### src/rtl/ds_rx_pkg.sv
package ds_rx_pkg;

  localparam int DATA_BITS = 8;
  localparam int CTRL_BITS = 2;

  typedef enum logic [1:0] {
    KIND_DATA = 2'd0,
    KIND_EOP  = 2'd1,
    KIND_EOM  = 2'd2
  } tok_kind_e;

  localparam logic [1:0] CODE_FCT = 2'b00;
  localparam logic [1:0] CODE_EOP = 2'b01;
  localparam logic [1:0] CODE_EOM = 2'b10;
  localparam logic [1:0] CODE_RSV = 2'b11;

  typedef struct packed {
    tok_kind_e  kind;
    logic [7:0] data;
  } rx_entry_t;

  // odd parity over previous payload, current flag and parity bit
  function automatic logic parity_ok(input logic prev_acc, input logic flag, input logic par);
    return (prev_acc ^ flag ^ par) == 1'b1;
  endfunction

  // buffer space not yet promised to the far end
  function automatic int unsigned free_unadvertised(input int unsigned depth,
                                                    input int unsigned occ,
                                                    input int unsigned outst);
    if (occ + outst >= depth) return 0;
    return depth - occ - outst;
  endfunction

endpackage

### src/rtl/ds_rx_bitrec.sv
module ds_rx_bitrec #(
  parameter int SYNC_STAGES = 2
) (
  input  logic clk,
  input  logic rst_n,
  input  logic d_in,
  input  logic s_in,
  output logic bit_evt,
  output logic bit_val
);
  logic [SYNC_STAGES-1:0] d_sy;
  logic [SYNC_STAGES-1:0] s_sy;
  logic                   x_prev;
  logic                   x_now;

  generate
    if (SYNC_STAGES == 1) begin : g_one
      always_ff @(posedge clk or negedge rst_n) begin
        if (!rst_n) begin
          d_sy <= '0;
          s_sy <= '0;
        end else begin
          d_sy <= d_in;
          s_sy <= s_in;
        end
      end
    end else begin : g_many
      always_ff @(posedge clk or negedge rst_n) begin
        if (!rst_n) begin
          d_sy <= '0;
          s_sy <= '0;
        end else begin
          d_sy <= {d_sy[SYNC_STAGES-2:0], d_in};
          s_sy <= {s_sy[SYNC_STAGES-2:0], s_in};
        end
      end
    end
  endgenerate

  assign x_now   = d_sy[SYNC_STAGES-1] ^ s_sy[SYNC_STAGES-1];
  assign bit_evt = x_now != x_prev;
  assign bit_val = d_sy[SYNC_STAGES-1];

  always_ff @(posedge clk or negedge rst_n) begin
    if (!rst_n) x_prev <= 1'b0;
    else        x_prev <= x_now;
  end

  // with a bit period of at least three cycles, events are never back to back
  evt_spacing_chk: assert property (@(posedge clk) disable iff (!rst_n)
    bit_evt |=> !bit_evt);

endmodule

### src/rtl/ds_rx_deframe.sv
module ds_rx_deframe
  import ds_rx_pkg::*;
(
  input  logic       clk,
  input  logic       rst_n,
  input  logic       bit_evt,
  input  logic       bit_val,
  output logic       tok_valid,
  output rx_entry_t  tok_entry,
  output logic       fct_pulse,
  output logic       rsv_pulse,
  output logic       parity_err
);
  typedef enum logic [1:0] {ST_PAR, ST_FLAG, ST_PAY} fr_state_e;

  fr_state_e  st;
  logic       par_r;
  logic       flag_r;
  logic       bad_r;
  logic       acc;
  logic [7:0] sh;
  logic [3:0] left;
  logic [7:0] sh_n;
  logic       last_bit;
  logic       flag_bad;

  assign sh_n     = {bit_val, sh[7:1]};
  assign last_bit = bit_evt && (st == ST_PAY) && (left == 4'd1);
  assign flag_bad = bit_evt && (st == ST_FLAG) && !parity_ok(acc, bit_val, par_r);

  always_ff @(posedge clk or negedge rst_n) begin
    if (!rst_n) begin
      st     <= ST_PAR;
      par_r  <= 1'b0;
      flag_r <= 1'b0;
      bad_r  <= 1'b0;
      acc    <= 1'b0;
      sh     <= '0;
      left   <= '0;
    end else if (bit_evt) begin
      case (st)
        ST_PAR: begin
          par_r <= bit_val;
          st    <= ST_FLAG;
        end
        ST_FLAG: begin
          flag_r <= bit_val;
          bad_r  <= flag_bad;
          acc    <= 1'b0;
          left   <= bit_val ? 4'(CTRL_BITS) : 4'(DATA_BITS);
          st     <= ST_PAY;
        end
        default: begin
          sh   <= sh_n;
          acc  <= acc ^ bit_val;
          left <= left - 4'd1;
          if (left == 4'd1) st <= ST_PAR;
        end
      endcase
    end
  end

  always_ff @(posedge clk or negedge rst_n) begin
    if (!rst_n) begin
      tok_valid  <= 1'b0;
      tok_entry  <= '0;
      fct_pulse  <= 1'b0;
      rsv_pulse  <= 1'b0;
      parity_err <= 1'b0;
    end else begin
      tok_valid <= 1'b0;
      fct_pulse <= 1'b0;
      rsv_pulse <= 1'b0;
      if (flag_bad) parity_err <= 1'b1;
      if (last_bit && !bad_r) begin
        if (!flag_r) begin
          tok_valid <= 1'b1;
          tok_entry <= '{kind: KIND_DATA, data: sh_n};
        end else begin
          case (sh_n[7:6])
            CODE_FCT: fct_pulse <= 1'b1;
            CODE_EOP: begin
              tok_valid <= 1'b1;
              tok_entry <= '{kind: KIND_EOP, data: 8'h00};
            end
            CODE_EOM: begin
              tok_valid <= 1'b1;
              tok_entry <= '{kind: KIND_EOM, data: 8'h00};
            end
            default:  rsv_pulse <= 1'b1;
          endcase
        end
      end
    end
  end


  parity_sticky_chk: assert property (@(posedge clk) disable iff (!rst_n)
    parity_err |=> parity_err);


  fct_single_chk: assert property (@(posedge clk) disable iff (!rst_n)
    fct_pulse |=> !fct_pulse);

endmodule

### src/rtl/ds_rx_fifo.sv
module ds_rx_fifo
  import ds_rx_pkg::*;
#(
  parameter int DEPTH = 8
) (
  input  logic      clk,
  input  logic      rst_n,
  input  logic      wr_en,
  input  rx_entry_t wr_entry,
  input  logic      rd_en,
  output rx_entry_t rd_entry,
  output logic      rd_valid,
  output logic [$clog2(DEPTH+1)-1:0] count
);
  localparam int AW = (DEPTH > 1) ? $clog2(DEPTH) : 1;
  localparam int CW = $clog2(DEPTH+1);

  rx_entry_t     mem [DEPTH];
  logic [AW-1:0] wp;
  logic [AW-1:0] rp;
  logic          push;
  logic          pop;

  function automatic logic [AW-1:0] wrap_inc(input logic [AW-1:0] p);
    return (p == AW'(DEPTH-1)) ? '0 : p + AW'(1);
  endfunction

  assign rd_valid = count != '0;
  assign push     = wr_en && (count != CW'(DEPTH));
  assign pop      = rd_en && rd_valid;
  assign rd_entry = mem[rp];

  always_ff @(posedge clk or negedge rst_n) begin
    if (!rst_n) begin
      wp    <= '0;
      rp    <= '0;
      count <= '0;
      for (int i = 0; i < DEPTH; i++) mem[i] <= '0;
    end else begin
      if (push) begin
        mem[wp] <= wr_entry;
        wp      <= wrap_inc(wp);
      end
      if (pop) rp <= wrap_inc(rp);
      case ({push, pop})
        2'b10:   count <= count + CW'(1);
        2'b01:   count <= count - CW'(1);
        default: count <= count;
      endcase
    end
  end


  count_cap_chk: assert property (@(posedge clk) disable iff (!rst_n)
    count <= CW'(DEPTH));


  push_shows_chk: assert property (@(posedge clk) disable iff (!rst_n)
    (wr_en && !rd_valid) |=> rd_valid);

endmodule

### src/rtl/ds_rx_credit.sv
module ds_rx_credit
  import ds_rx_pkg::*;
#(
  parameter int DEPTH = 8,
  parameter int BLOCK = 8
) (
  input  logic                       clk,
  input  logic                       rst_n,
  input  logic [$clog2(DEPTH+1)-1:0] occ,
  input  logic                       consume,
  input  logic                       fc_grant,
  output logic                       fc_request,
  output logic [$clog2(DEPTH+1)-1:0] outst
);
  localparam int CW = $clog2(DEPTH+1);

  int unsigned nxt;

  assign fc_request = free_unadvertised(DEPTH, 32'(occ), 32'(outst)) >= BLOCK;

  always_comb begin
    nxt = 32'(outst);
    if (fc_grant && fc_request) nxt = nxt + BLOCK;
    if (consume && outst != '0) nxt = nxt - 1;
  end

  always_ff @(posedge clk or negedge rst_n) begin
    if (!rst_n) outst <= '0;
    else        outst <= CW'(nxt);
  end


  outst_cap_chk: assert property (@(posedge clk) disable iff (!rst_n)
    outst <= CW'(DEPTH));


  grant_adds_chk: assert property (@(posedge clk) disable iff (!rst_n)
    (fc_grant && fc_request && !consume) |=> outst > $past(outst));

endmodule

### src/rtl/ds_link_rx.sv
module ds_link_rx
  import ds_rx_pkg::*;
#(
  parameter int DEPTH       = 8,
  parameter int BLOCK       = 8,
  parameter int SYNC_STAGES = 2
) (
  input  logic       clk,
  input  logic       rst_n,
  input  logic       ds_d,
  input  logic       ds_s,
  input  logic       rd_en,
  output logic       rd_valid,
  output logic [1:0] rd_kind,
  output logic [7:0] rd_data,
  output logic       credit_pulse,
  output logic       fc_request,
  input  logic       fc_grant,
  output logic       parity_err
);
  localparam int CW = $clog2(DEPTH+1);

  logic          bit_evt;
  logic          bit_val;
  logic          tok_valid;
  rx_entry_t     tok_entry;
  logic          rsv_pulse;
  rx_entry_t     head;
  logic [CW-1:0] occ;
  logic [CW-1:0] outst;
  logic          consume;

  ds_rx_bitrec #(.SYNC_STAGES(SYNC_STAGES)) u_bitrec (
    .clk(clk), .rst_n(rst_n), .d_in(ds_d), .s_in(ds_s),
    .bit_evt(bit_evt), .bit_val(bit_val)
  );

  ds_rx_deframe u_deframe (
    .clk(clk), .rst_n(rst_n), .bit_evt(bit_evt), .bit_val(bit_val),
    .tok_valid(tok_valid), .tok_entry(tok_entry), .fct_pulse(credit_pulse),
    .rsv_pulse(rsv_pulse), .parity_err(parity_err)
  );

  ds_rx_fifo #(.DEPTH(DEPTH)) u_fifo (
    .clk(clk), .rst_n(rst_n), .wr_en(tok_valid), .wr_entry(tok_entry),
    .rd_en(rd_en), .rd_entry(head), .rd_valid(rd_valid), .count(occ)
  );

  assign consume = tok_valid || rsv_pulse;

  ds_rx_credit #(.DEPTH(DEPTH), .BLOCK(BLOCK)) u_credit (
    .clk(clk), .rst_n(rst_n), .occ(occ), .consume(consume),
    .fc_grant(fc_grant), .fc_request(fc_request), .outst(outst)
  );

  assign rd_kind = head.kind;
  assign rd_data = head.data;

endmodule

### config.mk
export PLATFORM = sky130hd
export DESIGN_NAME = ds_link_rx
export DESIGN_NICKNAME = d
export VERILOG_FILES = /design/src/rtl/ds_rx_pkg.sv /design/src/rtl/ds_rx_bitrec.sv /design/src/rtl/ds_rx_deframe.sv /design/src/rtl/ds_rx_fifo.sv /design/src/rtl/ds_rx_credit.sv /design/src/rtl/ds_link_rx.sv
export SDC_FILE = /design/constraint.sdc
export NUM_CORES = 1
export LEC_CHECK = 0
export BUFFER_PORTS_ARGS = -buffer_cell sky130_fd_sc_hd__buf_2
export CORE_MARGIN = 5
export CORE_UTILIZATION = 48
export CTS_CLUSTER_SIZE = 28
export DETAILED_ROUTE_END_ITERATION = 6
export SLEW_MARGIN = 20
export SYNTH_ARGS = -nofsm -noshare
export SYNTH_HDL_FRONTEND = slang
export SYNTH_SLANG_ARGS = --single-unit
### constraint.sdc
create_clock -name clk -period 4.8 [get_ports clk]
set_clock_uncertainty 0.05 [all_clocks]
set_input_delay 1.2 -clock clk [delete_from_list [all_inputs] [get_ports clk]]
set_output_delay 1.2 -clock clk [all_outputs]
set_load 0.02 [all_outputs]
---- Word level (Yosys, flattened, before mapping) ----
Cells that the tools add are included.
cells by class
  add/subtract/negate cells ............... 10
  magnitude comparators ................... 5
  equal/unequal tests ..................... 12
  muxes and demuxes ....................... 29
  bitwise operators ....................... 7
  reductions and logical operators ........ 28
operators with widths
  operator               number
  $bwmux W80             1
  $ge A32 B4 Y1 const B  2
  $mux W10               4
  $mux W32               1
  $sub A32 B4 Y32        1
  $bmux W10 S3           1
  $demux W10 S3          1
  $pmux W10 S2           1
  $pmux W4 S2            2
  $mux W4                3
  $reduce_and A2 Y1      6
  $sub A4 B1 Y4 const B  3
  $logic_and A1 B1 Y1    10
  $mux W1                10
  $ge A4 B4 Y1 const B   2
  $not A3 Y4             2
  $reduce_bool A4 Y1     2
  $add A3 B1 Y3 const B  2
  $eq A2 B1 Y1 const B   3
  $eq A2 B2 Y1 const B   3
  $eq A3 B3 Y1 const B   2
  $mux W3                2
  $add A4 B4 Y5          1
  $sub A4 B4 Y5 const A  1
  19 further kinds       25
storage, ports and cells
  word-level logic and storage cells ...... 127
  register bits ........................... 131
  input port bits ......................... 6
  output and inout port bits .............. 14

---- Longest topological paths before layout ----
Gate-level depths: netlist of the first run.
  word-level depth ........................ 9
  mapped depth ............................ 14

---- Cells and area by module ----
Synthesis of the first run repeated with hierarchy kept, for this count alone.
unflattened totals
  cells, all modules ...................... 453
  area, all modules ....................... 6,383.6 µm²
modules (own cells, without submodules)
  module         times used  area each (µm²)  cells an instance
  ds_rx_fifo     1           4,246.6          266
  ds_rx_deframe  1           1,462.7          122
  ds_rx_credit   1           510.5            57
  ds_rx_bitrec   1           157.7            7
  ds_link_rx     1           6.3              1

---- Worst setup path after synthesis of the first run ----
Ideal clock, no wire load.
  path kind ............................... register to output
  start ................................... register u_fifo.count[0]
  end ..................................... output port fc_request
  cell stages (with the launch flop) ...... 14
  path slack .............................. 1.004 ns
  arrival time ............................ 2.546 ns
  cells stage by stage .................... dfrtp_1 inv_1 ha_1 xnor2_1 ha_1 a21oi_1 o21ai_0 nand2_1 nand2_1 ha_1 nand4b_1 nor3_1 o2111ai_1 o211a_1
between the ends
  cells in the longest elaborated chain, start to end .. 5
  elaborated cells on any way between the ends .. 7
RTL lines
  element                   RTL line            RTL
  start: declaration        ds_rx_fifo.sv:13    output logic [$clog2(DEPTH+1)-1:0] count
  start signal: assignment  ds_rx_fifo.sv:46    2'b10: count <= count + CW'(1);
  start signal: assignment  ds_rx_fifo.sv:47    2'b01: count <= count - CW'(1);
  start signal: assignment  ds_rx_fifo.sv:48    default: count <= count;
  $add A4 B4 Y5             ds_rx_pkg.sv:31     if (occ + outst >= depth) return 0;
  $ge A32 B4 Y1             ds_rx_pkg.sv:31
  $mux W1                   ds_rx_pkg.sv:31
  $mux W32 (*)              ds_rx_pkg.sv:32     return depth - occ - outst;
  $ge A32 B4 Y1 (*)         ds_rx_credit.sv:19  assign fc_request = free_unadvertised(DEPTH, 32'(occ), 32'(outst)) >= BLOCK;
  end: declaration          ds_link_rx.sv:17    output logic fc_request,
Mark *: on every way between the ends. The rest lies on a longest branch, timed or not.

---- Worst setup path in the final report of the first run ----
  start ................................... register u_fifo.count[1]
  end ..................................... output port fc_request
The elaborated chain is that of the path after synthesis.

==> results of run 1 <==
per-stage QoR:
stage                     std cells  power (mW)  cell area, µm²  utilization, %  hold WS (ns)
final                           668        3.86            7070            55.6         0.295
after global routing            668        4.12            7070            55.6         0.300
after detailed placement        638        2.70            6520            51.3         0.285
after global placement          638        2.64            6520            51.3         0.282
after floorplan                 459        2.38            6250               -         0.281
after CTS                       668        3.91            7070            55.6         0.296
power by group:
group          leakage [nW]  total (mW)  internal, mW  switching [mW]
logic                  1.46        1.14         0.542           0.595
clock network         0.275        1.19         0.756           0.435
registers              1.75        1.53          1.26           0.272
total                  3.48        3.86          2.56            1.30
flip-flops by register name, indices dropped and copies added, names as in the netlist:
signal                flops
u_deframe.acc             1
u_deframe.sh              7
u_deframe.tok_valid       1
u_credit.outst            4
u_deframe.rsv_pulse       1
u_bitrec.d_sy             2
u_deframe.parity_err      1
u_deframe.bad_r           1
u_deframe.par_r           1
u_fifo.rp                 3
u_bitrec.s_sy             2
u_fifo.wp                 3
u_fifo.mem               80
u_deframe.left            4
u_deframe.fct_pulse       1
u_deframe.st              2
u_deframe.tok_entry      10
u_deframe.flag_r          1
u_fifo.count              4
u_bitrec.x_prev           1
cells in the mapped netlist (3+ instances only):
master / count
clkbuf_1: 6
nand2_1: 39
mux4_2: 20
dfrtp_1: 130
a21oi_1: 7
xnor2_1: 11
and3_1: 3
a21o_1: 4
a22o_1: 11
buf_2: 4
nand4b_1: 4
nor3_1: 6
o21ai_0: 19
fa_1: 3
xor2_1: 3
nor2_1: 10
ha_1: 27
nand2b_1: 3
buf_1: 5
mux2_2: 91
mux2i_1: 4
inv_1: 20
cell families after synthesis:
kind of cell               Yosys count
AOI/OAI and AO/OA                   53
muxes                              115
DFF                                130
buffers and inverters               36
and+or+nand+nor                     79
xor gates and xnor gates            16
adders and majority gates           30
final timing paths:
check | cells past startpoint | slack, ns | end | from
min in group asynchronous | 1 | 0.89 | u_credit.outst[3] | rst_n
max | 13 | 0.22 | fc_request | u_fifo.count[1]
min reg2reg | 0 | 0.30 | u_bitrec.s_sy[1] | u_bitrec.s_sy[0]
max in group asynchronous | 2 | 2.83 | u_fifo.mem[50] | rst_n
min | 0 | 0.30 | u_bitrec.s_sy[1] | u_bitrec.s_sy[0]
max reg2reg | 13 | 1.69 | u_credit.outst[3] | u_fifo.count[1]
metal layers:
metal  GRT usage (%)  up-vias  part of all wire, %
met3            3.72       16                  3.3
met1            25.9     1874                   51
li1                -     1725                    -
met5               0        -                    0
met4            5.95        0                  1.6
met2            23.9       62                   44
layout make-up:
type	count	area [µm²]
clock buffer	24	492
fill	1108	5650
timing repair buffer	23	128
tap	172	215
clock inverter	6	55.1
multi-input combinational	293	2850
inverter	20	75.1
sequential	130	3250
==> impl_metrics.tcl, run 1 <==
set metrics [dict create \
    wl_per_cell_um 17.7 \
    setup_ws_ns 0.224 \
    root_buffer "clkbuf_16" \
    syn_avg_cell_area_um2 13.6 \
    fp.dieH_um 124 \
    leakage_nw 3.48 \
    cts_setup_buffers 0 \
    fin_setup_tns_ns 0 \
    place.gp.congestion 0.748 \
    cts_buffers 17 \
    synth-seq-cells 130 \
    critPathMaxStageDelay_ns 0.42 \
    synthAdderAreaFrac_pct 6.36 \
    grt_pass1_wl_um 19700 \
    drtAntennaViolNets 0 \
    ir_drop_mv 0.239 \
    drtIter0Drc 256 \
    rsz0062_at_grt "no" \
    antenna_found_initial 0 \
    crit_chain "inv_1 > ha_1 > xnor2_1 > ha_1 > nand2_1 > o21ai_0 > nand2_1 > nand2_1 > ha_1 > nor4bb_1 > o2111ai_1 > o211a_1 > buf_2" \
    cts_hold_buf 0 \
    muxShareOfSynthArea_pct 24.2 \
    via_per_inst 5.50 \
    netlist.area_leader.share_pct 52.0 \
    cts_htree_levels 4 \
    ys_warn_count 0 \
    grtUsageTotal_pct 17.0 \
    min_path_type "register to register" \
    syn_to_final_growth_pct 13.1 \
    vias 3677 \
    end_kind "output pin" \
    period_needed_ns 4.58 \
    final_common_cell "dfrtp_1" \
    grt_pass1_vias 3698 \
    syn-num-nets 495 \
    crit_arrival_ns 3.33 \
    dp_hpwl_um 7630 \
    core-area_um2 12700 \
    slew_headroom_pct 37.2 \
    final_layout_size_suffix_gt1_share_pct 33.9 \
    start_util_pct 49.2 \
    start_kind "register" \
    min_period_over_period_pct 95.3 \
    drtPass1Iterations 4 \
    synthCells 459 \
    power_density_nw_per_um2 546 \
    tightestPinTransition_ns 0.942 \
    status "finished, final reports clean" \
    nNetsFinal 521 \
    cts_resized 0 \
    crit_fanout 5 \
    die_x_um 124 \
    synth_top_family_by_area "multiplexers" \
    ys_seq_area_share_pct 52.0 \
    routed_wl_um 11800 \
    final_cell_mix "dfrtp_1 (130), mux2_2 (91), nand2_1 (39), ha_1 (27)" \
    placementRows 41 \
    setup_viol 0 \
    fp.dieArea_um2 15400 \
    report.final.slew_viol_count 0 \
    clk_latency_ns 0.41 \
    cap_violations 0 \
    synthTopCellsByArea "dfrtp_1 (52%), mux2_2 (16%), mux4_2 (7.2%), ha_1 (5.4%), nand2_1 (2.3%)" \
    path_class "register to output pin" \
    io_buffer_count 19 \
    cts_buffer_depth 2 \
    path_clk_slew_ns 0.05 \
    ys_types 44 \
    cts_num_sinks 130 \
    cpMaxStageDelayCell "dfrtp_1" \
    worstPathRequired_ns 3.55 \
    synth_largest_area_cell "dfrtp_1" \
    overflow 0 \
    cp_top_family "adder cells" \
    synth-edff-count 0 \
    cts_tree "built" \
    antenna_cells 0 \
    yosys.area_share.simple_pct 6.66 \
    io_pins 20 \
    hold_viol_final 0 \
    dp_worst_setup_slack_ns 0.676 \
    maxClockFrequency_ghz 0.219 \
    synth_compound_area_share_pct 5.64 \
    grt_max_degree 75 \
    synthFlopType "dfrtp_1" \
    critPathBufInv 2 \
    synthXorXnorAreaFrac_pct 2.72 \
    async_flop_share_pct 100 \
    drcViolationCount 0 \
    syn-cell-area_um2 6250 \
]
(Power assumes the default switching activity.)
==> inputs of run 2 (changes only) <==
--- a/config.mk
+++ b/config.mk
@@ -5,11 +5,13 @@
 export SDC_FILE = /design/constraint.sdc
 export NUM_CORES = 1
 export LEC_CHECK = 0
-export BUFFER_PORTS_ARGS = -buffer_cell sky130_fd_sc_hd__buf_2
+export ABC_AREA = 1
 export CORE_MARGIN = 5
 export CORE_UTILIZATION = 48
 export CTS_CLUSTER_SIZE = 28
 export DETAILED_ROUTE_END_ITERATION = 6
+export DONT_BUFFER_PORTS = 1
+export MAX_ROUTING_LAYER = met4
 export SLEW_MARGIN = 20
 export SYNTH_ARGS = -nofsm -noshare
 export SYNTH_HDL_FRONTEND = slang
==> impl_metrics.tcl, run 2 <==
set metrics [dict create \
    status "finished, final reports clean" \
    wl_per_cell_um 14.5 \
    cts_hold_buf 0 \
    final-seq-area_um2 3250 \
    cpMaxStageDelayCell "dfrtp_1" \
    dp_hpwl_um 8780 \
    tightestPinTransition_ns 1.05 \
    grt_pass1_vias 4648 \
    drtPass1Iterations 5 \
    synth-seq-cells 130 \
    cts_buffer_depth 2 \
    nNetsFinal 767 \
    crit_chain "inv_1 > ha_1 > nand2_2 > inv_2 > nor2_1 > ha_1 > a21oi_1 > nand2_1 > nand2_1 > nand2_1 > ha_1 > inv_1 > nand2_1 > nor2_1 > nand2_1 > nor2_1 > nand3_1 > and2_1" \
    grt_pass1_wl_um 22700 \
    path_clk_slew_ns 0.05 \
    io_pins 20 \
    ys_types 33 \
    path_class "register to output pin" \
    worstPathRequired_ns 3.55 \
    antenna_cells 0 \
    root_buffer "clkbuf_16" \
    fin_setup_tns_ns 0 \
    cts_num_sinks 130 \
    leakage_nw 3.24 \
    syn_to_final_growth_pct 11.3 \
    hold_viol_final 0 \
    setup_ws_ns 0.253 \
    critPathMaxStageDelay_ns 0.41 \
    grt_max_degree 131 \
    start_kind "register" \
    largest-register "u_fifo.mem" \
    drtIter0Drc 417 \
    fp.dieH_um 124 \
    hold_ws_ns 0.296 \
    cap_violations 0 \
    routed_wl_um 13300 \
    synth_largest_area_cell "dfrtp_1" \
    async_flop_share_pct 100 \
    core-area_um2 12700 \
    cts_setup_buffers 0 \
    nFillCells 1204 \
    report.final.slew_viol_count 0 \
    crit_arrival_ns 3.30 \
    placementRows 41 \
    netlist.area_leader.share_pct 51.8 \
    grtUsageTotal_pct 18.5 \
    largest_reg_flops 80 \
    crit_fanout 4 \
    maxClockFrequency_ghz 0.220 \
    place.gp.congestion 0.810 \
    grtUsageMet3_pct 4.50 \
    overflow 0 \
    die_x_um 124 \
    dp_worst_setup_slack_ns 0.811 \
    final_common_cell "nand2_1" \
    cp_top_family "simple AND/OR/NAND/NOR gates" \
    rsz0062_at_grt "no" \
    gr-usage-met2_pct 28.8 \
    synth_common_cells "nand2_1 (154), dfrtp_1 (130), o21ai_0 (122)" \
    clk_latency_ns 0.42 \
    min_path_type "register to register" \
    antenna_found_initial 0 \
    ir_drop_mv 0.264 \
    slew_headroom_pct 30.3 \
    drtAntennaViolNets 0 \
    ys_warn_count 0 \
    synth-edff-count 0 \
    syn-cell-area_um2 6280 \
    power_density_nw_per_um2 622 \
    dpl_cell_area_um2 6370 \
    end_kind "output pin" \
    final_cell_mix "nand2_1 (154), dfrtp_1 (130), o21ai_0 (122), nor2_1 (98), inv_1 (60)" \
    grtUsageMet1_pct 23.5 \
    syn-num-nets 778 \
    final_layout_size_suffix_gt1_share_pct 6.72 \
    cts_buffers 17 \
    critPathBufInv 3 \
    syn_avg_cell_area_um2 8.47 \
    ys_seq_area_share_pct 51.8 \
    synthFlopType "dfrtp_1" \
    yosysMostFrequentCell "nand2_1" \
    finalPower_mw 4.35 \
    via_per_inst 5.21 \
    io_buffer_count 0 \
    largest_registers "u_fifo.mem x80, u_deframe.tok_entry x10, u_deframe.sh x7" \
    cts_tree "built" \
    fin_area_um2 6990 \
    drcViolationCount 0 \
    period_needed_ns 4.55 \
    grt-busiest-layer "met2" \
    cts_resized 0 \
    multiInputGateArea_um2 2620 \
    vias 4774 \
    synthCells 742 \
    min_period_over_period_pct 94.7 \
    setup_viol 0 \
    critPathMostFrequentCell "nand2_1" \
    start_util_pct 49.4 \
    fp.dieArea_um2 15500 \
    synthTopCellsByArea "dfrtp_1 (52%), o21ai_0 (9.7%), nand2_1 (9.2%), nor2_1 (5.9%), ha_1 (5.4%)" \
    cts_htree_levels 4 \
]
-- run 2: cell type report --
type,count,share of cell area [%]
Sequential cell,130,46.5
Clock buffer,23,6.69
Inverter,66,3.58
Clock inverter,9,2.20
Timing Repair Buffer,5,0.537
Tap cell,172,3.08
Multi-Input combinational cell,511,37.4
-- run 2: worst reg2reg max path: cells and delay by family (launching register included) --
kind	cells	cell delay, ns
fa+ha+maj	3	0.82
flops	1	0.41
buf+inv	4	0.33
compound gates	1	0.23
simple gates	13	1.09
-- run 2: final timing paths --
check	from	endpoint	slack [ns]	cells after the start
min	u_bitrec.s_sy[0]	u_bitrec.s_sy[1]	0.30	0
min reg2reg	u_bitrec.s_sy[0]	u_bitrec.s_sy[1]	0.30	0
min in group asynchronous	rst_n	u_credit.outst[3]	0.44	0
max in group asynchronous	rst_n	u_fifo.mem[6]	4.10	0
max reg2reg	u_fifo.count[1]	u_credit.outst[3]	1.77	21
max	u_fifo.count[1]	fc_request	0.25	18
-- run 2: per-stage QoR --
stage,instances,util [%]
floorplan,742,-
global placement,884,50.1
detailed placement,884,50.1
CTS,916,55.0
global route,916,55.0
finish,916,55.0
-- run 2: cells by family (layout without fill, tap and decap cells) --
family / after synthesis / in the layout / synth area share (%)
fa+ha+maj: 30 / 30 / 6.33
simple gates: 281 / 281 / 18.1
buf+inv: 101 / 103 / 6.71
flops: 130 / 130 / 51.8
xor+xnor: 12 / 12 / 1.79
compound gates: 187 / 187 / 15.1
mux: 1 / 1 / 0.179
-- run 2: power breakdown --
group | switching [mW] | internal, mW | leakage (nW) | total, mW
combinational | 1.02 | 0.515 | 1.19 | 1.54
clock | 0.454 | 0.895 | 0.297 | 1.35
sequential | 0.209 | 1.25 | 1.76 | 1.46
-- run 2: routing by layer --
layer  vias up  wire length [µm]  share of wire (%)
li1       2386                 -                  -
met1      2288              6380                 48
met2        80              6240                 47
met3        20               445                3.4
met4         0               199                1.5
met5         -                 0                  0
==> inputs of run 3 (changes only) <==
--- a/config.mk
+++ b/config.mk
@@ -5,7 +5,6 @@
 export SDC_FILE = /design/constraint.sdc
 export NUM_CORES = 1
 export LEC_CHECK = 0
-export ABC_AREA = 1
 export CORE_MARGIN = 5
 export CORE_UTILIZATION = 48
 export CTS_CLUSTER_SIZE = 28
==> impl_metrics.tcl, run 3 (same netlist as run 1, synthesis figures left out) <==
set metrics [dict create \
    drtPass1Iterations 5 \
    cap_violations 0 \
    start_util_pct 49.2 \
    via_per_inst 5.53 \
    nNetsFinal 500 \
    r2r_cells 12 \
    wl_per_cell_um 18.4 \
    cts_resized 0 \
    reg2reg_from "u_fifo.count[0]" \
    overflow 0 \
    placementRows 41 \
    place.gp.congestion 0.768 \
    core-area_um2 12700 \
    routed_wl_um 11900 \
    slew_headroom_pct 44.8 \
    root_buffer "clkbuf_16" \
    final_common_cell "dfrtp_1" \
    antenna_found_initial 0 \
    largest-register "u_fifo.mem" \
    period_needed_ns 4.53 \
    tightestPinTransition_ns 0.824 \
    clk_latency_ns 0.41 \
    grt_pass1_wl_um 19900 \
    cts_buffer_depth 2 \
    grt_max_degree 131 \
    hold_ws_ns 0.296 \
    fp.dieH_um 124 \
    dp_hpwl_um 7530 \
    drtIter0Drc 249 \
    min_period_over_period_pct 94.3 \
    drtAntennaViolNets 0 \
    antenna_cells 0 \
    final_cell_mix "dfrtp_1 (130), mux2_2 (91), nand2_1 (39), ha_1 (27)" \
    cts_hold_buf 0 \
    final_layout_size_suffix_gt1_share_pct 30.9 \
    cts_buffers 17 \
    end_kind "output pin" \
    crit_fanout 5 \
    ir_drop_mv 0.319 \
    largest_reg_flops 80 \
    report.final.slew_viol_count 0 \
    cts_htree_levels 4 \
    grt_pass1_vias 3774 \
    grtUsageTotal_pct 17.9 \
    vias 3564 \
    die_x_um 124 \
    io_buffer_count 0 \
    cts_tree "built" \
    r2r-end "u_credit.outst[3]" \
    fp.dieArea_um2 15400 \
    power_density_nw_per_um2 561 \
    largest_registers "u_fifo.mem x80, u_deframe.tok_entry x10, u_deframe.sh x7" \
    setup_viol 0 \
    leakage_nw 3.38 \
    cts_setup_buffers 0 \
    start_kind "register" \
    min_from "u_bitrec.d_sy[0]" \
    holdPathStages 0 \
    rsz0062_at_grt "no" \
    syn_to_final_growth_pct 11.6 \
    worstPathRequired_ns 3.55 \
    crit_arrival_ns 3.28 \
    maxClockFrequency_ghz 0.221 \
    path_class "register to output pin" \
    hold-path-endpoint "u_bitrec.d_sy[1]" \
    finalPower_mw 3.91 \
    min_path_type "register to register" \
    status "finished, final reports clean" \
    hold_viol_final 0 \
    final_util_pct 54.9 \
    io_pins 20 \
    r2r_slack_ns 1.68 \
    cts_num_sinks 130 \
    fin_setup_tns_ns 0 \
    drcViolationCount 0 \
    path_clk_slew_ns 0.05 \
]
[run 3: cell types whose count changed in the layout (fill, tap and decap cells not counted), moves of 26 or more]
cell     delta
inv_1      -40
mux2_2     +90
nand2_1   -115
nor2_1     -88
o21ai_0   -103
o21ai_1    -26
[run 3: critical path: stages, from the launching register on]
cell,delay [ns]
dfrtp_1,0.42
inv_1,0.12
ha_1,0.24
xnor2_1,0.13
ha_1,0.31
nor2b_1,0.16
o21ai_0,0.29
nand2b_1,0.10
ha_1,0.29
nor4bb_1,0.29
o2111ai_1,0.19
o211a_1,0.34
[run 3: power breakdown]
group	leakage, nW	internal, mW	switching [mW]	total, mW
Clock	0.284	0.828	0.434	1.26
Combinational	1.36	0.530	0.598	1.13
Sequential	1.75	1.26	0.263	1.52
Total	3.38	2.62	1.30	3.91
[run 3: how the worst max path moves through the flow]
stage	start	end	slack, ns	cells past startpoint
detailed placement	u_fifo.count[0]	fc_request	0.70	11
CTS	u_fifo.count[1]	fc_request	0.26	11
global route	u_fifo.count[1]	fc_request	0.01	11
floorplan	u_fifo.count[0]	fc_request	1.00	13
finish	u_fifo.count[0]	fc_request	0.27	11
global placement	u_fifo.count[0]	fc_request	0.88	13
[run 3: metrics by stage]
| step | setup slack, ns | instances | area [µm²] |
|---|---|---|---|
| final | 0.273 | 645 | 6980 |
| after global placement | 0.882 | 617 | 6410 |
| after floorplan | 1.00 | 459 | 6250 |
| after global routing | 0.00981 | 645 | 6980 |
| after detailed placement | 0.697 | 617 | 6410 |
| after CTS | 0.255 | 645 | 6980 |
[run 3: layer usage]
metal	up-vias	track usage, %	share of wire (%)
met5	-	-	0
li1	1675	-	-
met1	1821	24.9	49
met2	49	25.3	46
met4	0	6.30	1.6
met3	19	5.09	3.1
[run 3: area by class of cell]
| type | count | area (µm²) |
|---|---|---|
| clock inverter | 7 | 110 |
| clock buffer | 21 | 460 |
| timing repair buffer | 2 | 15.0 |
| inverter | 20 | 75.1 |
| fill | 1083 | 5740 |
| multi-input combinational | 293 | 2850 |
| tap | 172 | 215 |
| sequential | 130 | 3250 |
